<file path="config.mk">
export PLATFORM = sky130hd
export DESIGN_NAME = tagwait_station
export DESIGN_NICKNAME = d
export VERILOG_FILES = /design/src/rtl/tagwait_pkg.sv /design/src/rtl/tagwait_dp.sv /design/src/rtl/tagwait_ctl.sv /design/src/rtl/tagwait_station.sv
export SDC_FILE = /design/constraint.sdc
export NUM_CORES = 1
export LEC_CHECK = 0
export BUFFER_PORTS_ARGS = -buffer_cell sky130_fd_sc_hd__buf_4
export CORE_MARGIN = 2
export CORE_UTILIZATION = 50
export CTS_CLUSTER_SIZE = 10
export DETAILED_ROUTE_END_ITERATION = 10
export GPL_ROUTABILITY_DRIVEN = 0
export HOLD_SLACK_MARGIN = 0.06
export PLACE_DENSITY_LB_ADDON = 0.15
export SLEW_MARGIN = 20
export SYNTH_ARGS = -nofsm -noshare
export SYNTH_HDL_FRONTEND = slang
export SYNTH_SLANG_ARGS = --single-unit
</file>
<file path="constraint.sdc">
create_clock -name clk -period 6.2 [get_ports clk]
set_input_delay 1.24 -clock clk [delete_from_list [all_inputs] [get_ports clk]]
set_output_delay 1.24 -clock clk [all_outputs]
set_load 0.02 [all_outputs]
</file>
<file path="src/rtl/tagwait_pkg.sv">
package tagwait_pkg;
  parameter int RS_ENTRIES = 8;
  parameter int TAG_W      = 5;
  parameter int DATA_W     = 32;
  parameter int OP_W       = 6;
  localparam int IDX_W     = (RS_ENTRIES > 1) ? $clog2(RS_ENTRIES) : 1;

  typedef struct packed {
    logic              rdy;
    logic [TAG_W-1:0]  tag;
    logic [DATA_W-1:0] val;
  } srcField_t;

  typedef struct packed {
    logic [OP_W-1:0]  op;
    logic [TAG_W-1:0] dst;
    srcField_t        a;
    srcField_t        b;
  } rsEntry_t;

  typedef struct packed {
    logic             writeEn;
    logic [IDX_W-1:0] writeIdx;
    logic             issueBuf;
    logic [IDX_W-1:0] issueIdx;
  } ctlStrobe_t;
endpackage

</file>
<file path="src/rtl/tagwait_dp.sv">
module tagwait_dp
  import tagwait_pkg::*;
(
  input  logic                  clk,
  input  ctlStrobe_t            strobe,
  input  logic [OP_W-1:0]       dispOp,
  input  logic [TAG_W-1:0]      dispDstTag,
  input  logic                  dispSrcARdy,
  input  logic [TAG_W-1:0]      dispSrcATag,
  input  logic [DATA_W-1:0]     dispSrcAVal,
  input  logic                  dispSrcBRdy,
  input  logic [TAG_W-1:0]      dispSrcBTag,
  input  logic [DATA_W-1:0]     dispSrcBVal,
  input  logic                  bcastValid,
  input  logic [TAG_W-1:0]      bcastTag,
  input  logic [DATA_W-1:0]     bcastVal,
  output logic [RS_ENTRIES-1:0] entryRdy,
  output logic                  dispOperandsOk,
  output logic [OP_W-1:0]       issueOp,
  output logic [TAG_W-1:0]      issueDstTag,
  output logic [DATA_W-1:0]     issueSrcA,
  output logic [DATA_W-1:0]     issueSrcB
);

  // A dispatched source is satisfied by its own value or by a same-cycle broadcast.
  function automatic srcField_t mergeSrc(input logic rdy, input logic [TAG_W-1:0] tag,
                                         input logic [DATA_W-1:0] val);
    srcField_t s;
    s.tag = tag;
    if (rdy) begin
      s.rdy = 1'b1;
      s.val = val;
    end else if (bcastValid && (bcastTag == tag)) begin
      s.rdy = 1'b1;
      s.val = bcastVal;
    end else begin
      s.rdy = 1'b0;
      s.val = val;
    end
    return s;
  endfunction

  rsEntry_t incoming;
  rsEntry_t view [RS_ENTRIES];

  always_comb begin
    incoming.op  = dispOp;
    incoming.dst = dispDstTag;
    incoming.a   = mergeSrc(dispSrcARdy, dispSrcATag, dispSrcAVal);
    incoming.b   = mergeSrc(dispSrcBRdy, dispSrcBTag, dispSrcBVal);
  end

  assign dispOperandsOk = incoming.a.rdy & incoming.b.rdy;

  for (genvar gi = 0; gi < RS_ENTRIES; gi++) begin : g_slot
    rsEntry_t slot;
    logic     hitA;
    logic     hitB;

    assign hitA = bcastValid && !slot.a.rdy && (slot.a.tag == bcastTag);
    assign hitB = bcastValid && !slot.b.rdy && (slot.b.tag == bcastTag);

    always_ff @(posedge clk) begin
      if (strobe.writeEn && (strobe.writeIdx == IDX_W'(gi))) begin
        slot <= incoming;
      end else begin
        if (hitA) begin
          slot.a.rdy <= 1'b1;
          slot.a.val <= bcastVal;
        end
        if (hitB) begin
          slot.b.rdy <= 1'b1;
          slot.b.val <= bcastVal;
        end
      end
    end

    assign view[gi]     = slot;
    assign entryRdy[gi] = slot.a.rdy & slot.b.rdy;
  end

  rsEntry_t outSel;
  always_comb begin
    outSel = strobe.issueBuf ? view[strobe.issueIdx] : incoming;
  end

  assign issueOp     = outSel.op;
  assign issueDstTag = outSel.dst;
  assign issueSrcA   = outSel.a.val;
  assign issueSrcB   = outSel.b.val;

endmodule

</file>
<file path="src/rtl/tagwait_ctl.sv">
module tagwait_ctl
  import tagwait_pkg::*;
(
  input  logic                  clk,
  input  logic                  rst,
  input  logic                  dispValid,
  input  logic                  issueReady,
  input  logic [RS_ENTRIES-1:0] entryRdy,
  input  logic                  dispOperandsOk,
  output logic                  dispReady,
  output logic                  issueValid,
  output ctlStrobe_t            strobe,
  output logic [RS_ENTRIES-1:0] validVec,
  output logic [RS_ENTRIES-1:0] grantVec
);

  // olderThan[j][i] set means entry j was dispatched before entry i.
  logic [RS_ENTRIES-1:0][RS_ENTRIES-1:0] olderThan;
  logic [RS_ENTRIES-1:0] readyVec;
  logic                  anyReady;
  logic [IDX_W-1:0]      grantIdx;
  logic                  hasFree;
  logic [IDX_W-1:0]      freeIdx;
  logic                  bypassTake;
  logic                  doDequeue;
  logic                  doWrite;

  assign readyVec = validVec & entryRdy;
  assign anyReady = |readyVec;

  always_comb begin
    for (int i = 0; i < RS_ENTRIES; i++) begin
      logic blocked;
      blocked = 1'b0;
      for (int j = 0; j < RS_ENTRIES; j++) begin
        if ((j != i) && readyVec[j] && olderThan[j][i]) blocked = 1'b1;
      end
      grantVec[i] = readyVec[i] & ~blocked;
    end
  end

  always_comb begin
    grantIdx = '0;
    for (int i = 0; i < RS_ENTRIES; i++) begin
      if (grantVec[i]) grantIdx = grantIdx | IDX_W'(i);
    end
  end

  always_comb begin
    hasFree = ~(&validVec);
    freeIdx = '0;
    for (int i = RS_ENTRIES - 1; i >= 0; i--) begin
      if (!validVec[i]) freeIdx = IDX_W'(i);
    end
  end

  assign bypassTake = dispValid && dispOperandsOk && !anyReady && issueReady;
  assign issueValid = anyReady || (dispValid && dispOperandsOk);
  assign dispReady  = hasFree || (dispOperandsOk && !anyReady && issueReady);
  assign doWrite    = dispValid && dispReady && !bypassTake;
  assign doDequeue  = anyReady && issueReady;

  always_comb begin
    strobe.writeEn  = doWrite;
    strobe.writeIdx = freeIdx;
    strobe.issueBuf = anyReady;
    strobe.issueIdx = grantIdx;
  end

  always_ff @(posedge clk) begin
    if (rst) begin
      validVec <= '0;
    end else begin
      for (int i = 0; i < RS_ENTRIES; i++) begin
        if (doDequeue && grantVec[i]) validVec[i] <= 1'b0;
        else if (doWrite && (freeIdx == IDX_W'(i))) validVec[i] <= 1'b1;
      end
    end
  end

  always_ff @(posedge clk) begin
    if (rst) begin
      olderThan <= '0;
    end else if (doWrite) begin
      for (int j = 0; j < RS_ENTRIES; j++) begin
        olderThan[j][freeIdx] <= 1'b1;
        olderThan[freeIdx][j] <= 1'b0;
      end
    end
  end

endmodule

</file>
<file path="src/rtl/tagwait_station.sv">
module tagwait_station
  import tagwait_pkg::*;
(
  input  logic              clk,
  input  logic              rst,
  input  logic              dispValid,
  output logic              dispReady,
  input  logic [OP_W-1:0]   dispOp,
  input  logic [TAG_W-1:0]  dispDstTag,
  input  logic              dispSrcARdy,
  input  logic [TAG_W-1:0]  dispSrcATag,
  input  logic [DATA_W-1:0] dispSrcAVal,
  input  logic              dispSrcBRdy,
  input  logic [TAG_W-1:0]  dispSrcBTag,
  input  logic [DATA_W-1:0] dispSrcBVal,
  input  logic              bcastValid,
  input  logic [TAG_W-1:0]  bcastTag,
  input  logic [DATA_W-1:0] bcastVal,
  output logic              issueValid,
  input  logic              issueReady,
  output logic [OP_W-1:0]   issueOp,
  output logic [TAG_W-1:0]  issueDstTag,
  output logic [DATA_W-1:0] issueSrcA,
  output logic [DATA_W-1:0] issueSrcB
);

  ctlStrobe_t            strobe;
  logic [RS_ENTRIES-1:0] entryRdy;
  logic [RS_ENTRIES-1:0] validVec;
  logic [RS_ENTRIES-1:0] grantVec;
  logic                  dispOperandsOk;

  tagwait_ctl u_ctl (
    .clk           (clk),
    .rst           (rst),
    .dispValid     (dispValid),
    .issueReady    (issueReady),
    .entryRdy      (entryRdy),
    .dispOperandsOk(dispOperandsOk),
    .dispReady     (dispReady),
    .issueValid    (issueValid),
    .strobe        (strobe),
    .validVec      (validVec),
    .grantVec      (grantVec)
  );

  tagwait_dp u_dp (
    .clk           (clk),
    .strobe        (strobe),
    .dispOp        (dispOp),
    .dispDstTag    (dispDstTag),
    .dispSrcARdy   (dispSrcARdy),
    .dispSrcATag   (dispSrcATag),
    .dispSrcAVal   (dispSrcAVal),
    .dispSrcBRdy   (dispSrcBRdy),
    .dispSrcBTag   (dispSrcBTag),
    .dispSrcBVal   (dispSrcBVal),
    .bcastValid    (bcastValid),
    .bcastTag      (bcastTag),
    .bcastVal      (bcastVal),
    .entryRdy      (entryRdy),
    .dispOperandsOk(dispOperandsOk),
    .issueOp       (issueOp),
    .issueDstTag   (issueDstTag),
    .issueSrcA     (issueSrcA),
    .issueSrcB     (issueSrcB)
  );

endmodule

</file>
## Word-level counts from Yosys, hierarchy flattened

Index checks and enable logic that the tools add are counted.

| word-level totals | value |
|---|---|
| bits of input ports | 129 |
| output and inout port bits | 77 |
| register bits after elaboration | 768 |

| operators by class | value |
|---|---|
| muxes and demuxes | 157 |
| equal/unequal tests | 25 |
| reduce and logical (&&, ||, !) cells | 162 |
| bitwise logic cells | 52 |
| order comparisons | 3 |

Operators by type and width:

| kind | count |
|---|---|
| $mux 32 | 28 |
| $and 64x64->64 | 8 |
| $not 64->64 | 8 |
| $mux 33 | 8 |
| $bmux 87 s3 | 1 |
| $mux 87 | 3 |
| $demux 8 s3 | 8 |
| $logic_and 1x1->1 | 115 |
| $eq 5x5->1 | 18 |
| $mux 1 | 87 |
| $or 8x8->8 | 8 |
| $mux 3 | 13 |
| $reduce_bool 2->1 | 16 |
| $logic_not 1->1 | 18 |
| $and 1x1->1 | 17 |
| $reduce_or 2->1 | 8 |
| $eq 3x3->1 const B | 4 |
| $not 1->1 | 9 |
| $and 8x8->8 | 1 |
| $mux 8 | 1 |
| $reduce_and 8->1 | 1 |
| $reduce_or 8->1 | 1 |
| $mux 7 | 1 |
| $eq 3x2->1 const B | 2 |
| other kinds (12) | 15 |

## Longest topological paths before layout

| logic depth | value |
|---|---|
| depth in word-level cells | 28 |
| depth in mapped cells | 13 |
| mapped depth without buffers | 9 |

## Cells and area by module

Synthesis repeated with hierarchy kept, for this count alone.

| second synthesis, totals | value |
|---|---|
| cells, all modules | 2413 |
| area total of the unflattened synthesis | 37165.6 µm² |

Modules (own cells, without submodules):

| module | sequential area each (µm²) | area an instance (µm²) | instances | cells an instance |
|---|---|---|---|---|
| tagwait_dp | 20900.0 | 34354.2 | 1 | 2116 |
| tagwait_ctl | 1281.2 | 2811.4 | 1 | 297 |

## Least setup slack after synthesis

Ideal clock, no wire load.

| path | value |
|---|---|
| path kind | input-to-reg |
| start point | input port bcastTag[3] |
| end point | register u_dp.g_slot[1].slot[0] in the netlist's numbering, enable pin |
| setup slack | 85 ps |
| data arrival time | 5600 ps |
| stages on the path | 5 |
| buffers on the path | 2 |
| cells stage by stage | buf_2 > buf_1 > xnor2_1 > nand4_1 > o41ai_1 |

| on the way | value |
|---|---|
| word-level cells in the longest chain between the ends | 12 |
| elaborated cells on any way between the ends | 22 |

Ends and longest elaborated chain:

| what | RTL line | RTL |
|---|---|---|
| from (decl) | tagwait_station.sv:17 | `input logic [TAG_W-1:0] bcastTag,` |
| $eq 5x5->1 | tagwait_dp.sv:33 | `end else if (bcastValid && (bcastTag == tag)) begin` |
| $logic_and 1x1->1 | tagwait_dp.sv:33 |  |
| $mux 1 | tagwait_dp.sv:33 |  |
| $mux 1 | tagwait_dp.sv:30 | `if (rdy) begin` |
| $and 1x1->1 | tagwait_dp.sv:53 | `assign dispOperandsOk = incoming.a.rdy & incoming.b.rdy;` |
| $logic_and 1x1->1 (on tied branches) (2 in series) | tagwait_ctl.sv:59, tagwait_ctl.sv:57 |  |
| $logic_or 1x1->1 / $logic_and 1x1->1 (equally long branches) | tagwait_ctl.sv:59, tagwait_ctl.sv:57 |  |
| $logic_and 1x1->1 / $logic_not 1->1 (equally long branches) | tagwait_ctl.sv:60 | `assign doWrite = dispValid && dispReady && !bypassTake;` |
| $logic_and 1x1->1 | tagwait_ctl.sv:60 |  |
| $logic_and 1x1->1 | tagwait_dp.sv:64 | `if (strobe.writeEn && (strobe.writeIdx == IDX_W'(gi))) begin` |
| $reduce_bool 2->1 (no source line) (*) | - |  |
| to (signal assigned) | tagwait_dp.sv:65 | `slot <= incoming;` |
| to (decl) | tagwait_dp.sv:56 | `rsEntry_t slot;` |

Every way passes the cells marked *; elsewhere a longest branch is shown, timed or not.
A chain may end at the register's enable or synchronous reset.

## Worst setup path in the final report

| path | value |
|---|---|
| start point | register u_dp.g_slot[4].slot[75] in the netlist's numbering |
| end point | output port issueSrcB[13] |

| on the way | value |
|---|---|
| word-level cells in the longest chain between the ends | 21 |
| elaborated cells on any way between the ends | 55 |

Ends and longest elaborated chain:

| what | RTL line | RTL |
|---|---|---|
| from (decl) | tagwait_dp.sv:56 |  |
| from (signal assigned) | tagwait_dp.sv:65 |  |
| $and 1x1->1 (*) | tagwait_dp.sv:79 | `assign entryRdy[gi] = slot.a.rdy & slot.b.rdy;` |
| $and 8x8->8 (*) | tagwait_ctl.sv:28 | `assign readyVec = validVec & entryRdy;` |
| $logic_and 1x1->1 | tagwait_ctl.sv:36 | `if ((j != i) && readyVec[j] && olderThan[j][i]) blocked = 1'b1;` |
| $mux 1 (4 in series) | tagwait_ctl.sv:36 |  |
| $not 1->1 | tagwait_ctl.sv:38 | `grantVec[i] = readyVec[i] & ~blocked;` |
| $and 1x1->1 | tagwait_ctl.sv:38 |  |
| $mux 1 | tagwait_ctl.sv:45 | `if (grantVec[i]) grantIdx = grantIdx \| IDX_W'(i);` |
| $mux 2 (2 in series) | tagwait_ctl.sv:45 |  |
| $mux 3 (4 in series) | tagwait_ctl.sv:45 |  |
| $not 3->4 (implied by the code) | tagwait_dp.sv:84 | `outSel = strobe.issueBuf ? view[strobe.issueIdx] : incoming;` |
| $bmux 87 s3 | tagwait_dp.sv:84 |  |
| $mux 87 (implied by the code) (2 in series) | tagwait_dp.sv:84 |  |
| $mux 87 (*) | tagwait_dp.sv:84 |  |
| to (decl) | tagwait_station.sv:24 | `output logic [DATA_W-1:0] issueSrcB` |

Every way passes the cells marked *; elsewhere a longest branch is shown, timed or not. The select of a mux whose other input is x is not followed.

==> key figures <==
Outcome
  – Status: completed

Run
  – Max_cap viols: 0

Floorplanning
  – Die area: around 74,000 µm²
  – Initial core utilization: 0.505
  – Count of boundary I/O pins: 206
  – Die Height: 272 µm
  – Core Box Area: 71,400 µm²
  – Die width: 272 µm
  – # rows: 98

Critical path
  – Buffers and inverters on the worst path: 2
  – Critical path data arrival time: 4.47 ns
  – Crit-path leading delay family: compound AO/OA/AOI/OAI gates
  – Crit path required time: 4.96 ns
  – Slowest CP cell: or4_4
  – Critical-path maximum fanout: 41
  – Crit path top cell by count: buf_4
  – Setup CP Type: reg -> out
  – CP Capture Type: output pin
  – Worst setup SP type: register
  – Worst path max stage delay: 0.69 ns
  – Critical path, cell by cell: and3_1 > a22o_1 > a2111oi_2 > or4_4 > buf_4 > mux2_2 > o221ai_1 > buf_4

GRT
  – Remaining Overflow, GRT: 0
  – GRT Total Usage: 0.294
  – Largest net degree at the start of global routing: approximately 120
  – Vias in the first global route: 25,900
  – Initial antenna violation count: 2
  – First-pass GRT wire length: 163,000 µm

Clock network
  – Hold buffers post-CTS: 0
  – Post-cts sizing count: 0
  – CTS tree: done
  – Total CTS buffers: 88
  – Sink Count: 760
  – Clock Tree Buf Depth: 3
  – Number of post-CTS setup repair buffers: 0
  – Htree depth: 3
  – CTS root buf: clkbuf_16
  – Worst-path clk slew: about 0.060 ns
  – Worst-Skew Late Latency: 0.64 ns

STA
  – Final hold vios: 0
  – Clock skew: 0.0253 ns
  – Slew @ Worst Pin: 1.06 ns
  – Setup violations, final: 0
  – Tmin final: 5.71 ns
  – FMAX: 175 MHz
  – RSZ-0062 raised after global routing: false
  – Final TNS setup: 0 ns
  – Final Slew Violations: 0
  – Slew margin rel.: 0.290
  – Tcrit/Tclk final: 0.921

Placement
  – Post-DP HPWL: 62,100 µm
  – DP Area: 38,700 µm²
  – Dpl cells: 3,901
  – Port Buffers: around 210

Cells and area
  – Commonest non-fill, non-tap cell in the layout: edfxtp_1
  – Final Non-Filler Cells: 4,036
  – Most frequent cells in the layout: edfxtp_1, a21oi_1, buf_4
  – Final nets: 3,170
  – Layout cells sized above 1: 0.201
  – Area Overhead vs Synth: 14.4%
  – Post-Layout Inst Area: 41,200 µm²

Synth
  – Post-synth design cell area: 36,000 µm²
  – Asr flop ratio synth: 0
  – Synthesis warning total: 0
  – Syn Inst Count: ~2,900
  – Post-synth EDFFs: between 600 and 700
  – Register area share after synthesis: 0.616
  – Net Count, Synth: 3,034
  – Synth cell types: 58
  – Post-synthesis register bit count: 760
  – Post-synthesis area per instance: 12.4 µm²
  – Most common flop cell mapped by yosys: edfxtp_1

Power
  – Max VDD drop: 0.000217 V
  – PwrDens: 278 nW/µm²
  – Leakage: 14.8 nW

Drt
  – Final wirelength: 111,000 µm
  – Final ANT Viol Nets: 0
  – Detailed Route Iter0 Violations: 3,140
  – DRC: 0
  – Via/cell ratio: about 6.5
  – Drt first pass iters: 6
  – WL per Instance: roughly 27 µm
  – Vias: about 26,000

Min path
  – Hold WC Path Type: reg -> reg
==> Yosys cell counts (52+ instances only) <==
cell / n / area share
mux2i_1: 234 / 0.065
o211ai_1: 130 / 0.027
inv_1: 79 / 0.0082
o41ai_1: 77 / 0.019
buf_1: 52 / 0.0054
nor2_1: 295 / 0.031
a21oi_1: 529 / 0.073
buf_2: 70 / 0.0097
mux2_2: 149 / 0.047
xnor2_1: 54 / 0.013
clkbuf_1: 135 / 0.014
dfxtp_1: 64 / 0.036
o221ai_1: 74 / 0.018
edfxtp_1: 696 / 0.58
==> state kept, by name, summed over array words and instances (netlist names), named ones only <==
register and count:
u_ctl.olderThan 48, u_dp.g_slot.slot 696, u_ctl.validVec 8
==> layer usage <==
metal	up-vias	share of wire	track usage
met5	-	0.00012	0
met4	2	0.036	0.114
met3	260	0.087	0.0466
met2	1422	0.48	0.481
met1	13000	0.40	0.396
li1	11400	-	-
==> worst register-to-register path: stages (launching register included) <==
cell and delay (ns):
edfxtp_1 0.47, and3_1 0.33, or4_1 0.63, or4b_4 0.55, o311ai_4 0.58, or4b_1 0.49
inv_4 0.36, buf_4 0.38, nor2_1 0.20, a21oi_1 0.07
==> cell type report <==
class                           count  area (µm²)
Fill cell                        5876       30200
Sequential cell                   760       22200
Multi-Input combinational cell   1785       12500
Timing Repair Buffer              321        2560
Clock buffer                      124        2400
Tap cell                          950        1190
Inverter                           85         334
Clock inverter                     10        83.8
Antenna cell                        1        2.50
==> path summary, 6_finish.rpt <==
kind                                                       startpoint                                 to  slack, ns  cells after the start
worst min-delay path                 u_ctl.olderThan[23]$_SDFFE_PP0P_   u_ctl.olderThan[23]$_SDFFE_PP0P_       0.48                      1
worst max register to register  u_dp.g_slot[2].slot[37]$_SDFFCE_PN1P_  u_dp.g_slot[7].slot[43]$_DFFE_PP_       1.87                      9
worst max-delay path            u_dp.g_slot[4].slot[75]$_SDFFCE_PN1P_                      issueSrcB[13]       0.49                      8
worst min register to register       u_ctl.olderThan[23]$_SDFFE_PP0P_   u_ctl.olderThan[23]$_SDFFE_PP0P_       0.48                      1
==> report_power, final <==
| group | switching (mW) | internal, mW | leakage, nW | total [mW] |
|---|---|---|---|---|
| combinational | 0.671 | 0.377 | 6.77 | 1.05 |
| sequential | 0.0343 | 5.72 | 6.83 | 5.75 |
| clock | 1.98 | 2.70 | 1.20 | 4.67 |
==> metrics by stage <==
| stage | hold WS [ns] | utilization | setup slack (ns) | total power, mW |
|---|---|---|---|---|
| 4_1_cts | 0.472 | 0.577 | 0.529 | 11.5 |
| 3_5_place_dp | 0.459 | 0.543 | 0.917 | 6.89 |
| 5_1_grt | 0.495 | 0.577 | 0.374 | 11.8 |
| 2_1_floorplan | 0.440 | - | 0.0846 | 6.46 |
| 6_report | 0.476 | 0.577 | 0.492 | 11.5 |
| 3_3_place_gp | 0.451 | 0.543 | 0.941 | 6.87 |
==> cell families after synthesis <==
kind of cell | synth area share
and+or+nand+nor | 0.0524
buffers and inverters | 0.0435
muxes | 0.112
xor gates and xnor gates | 0.0219
AOI/OAI and AO/OA | 0.155
DFF | 0.616
(Power assumes the default switching activity.)
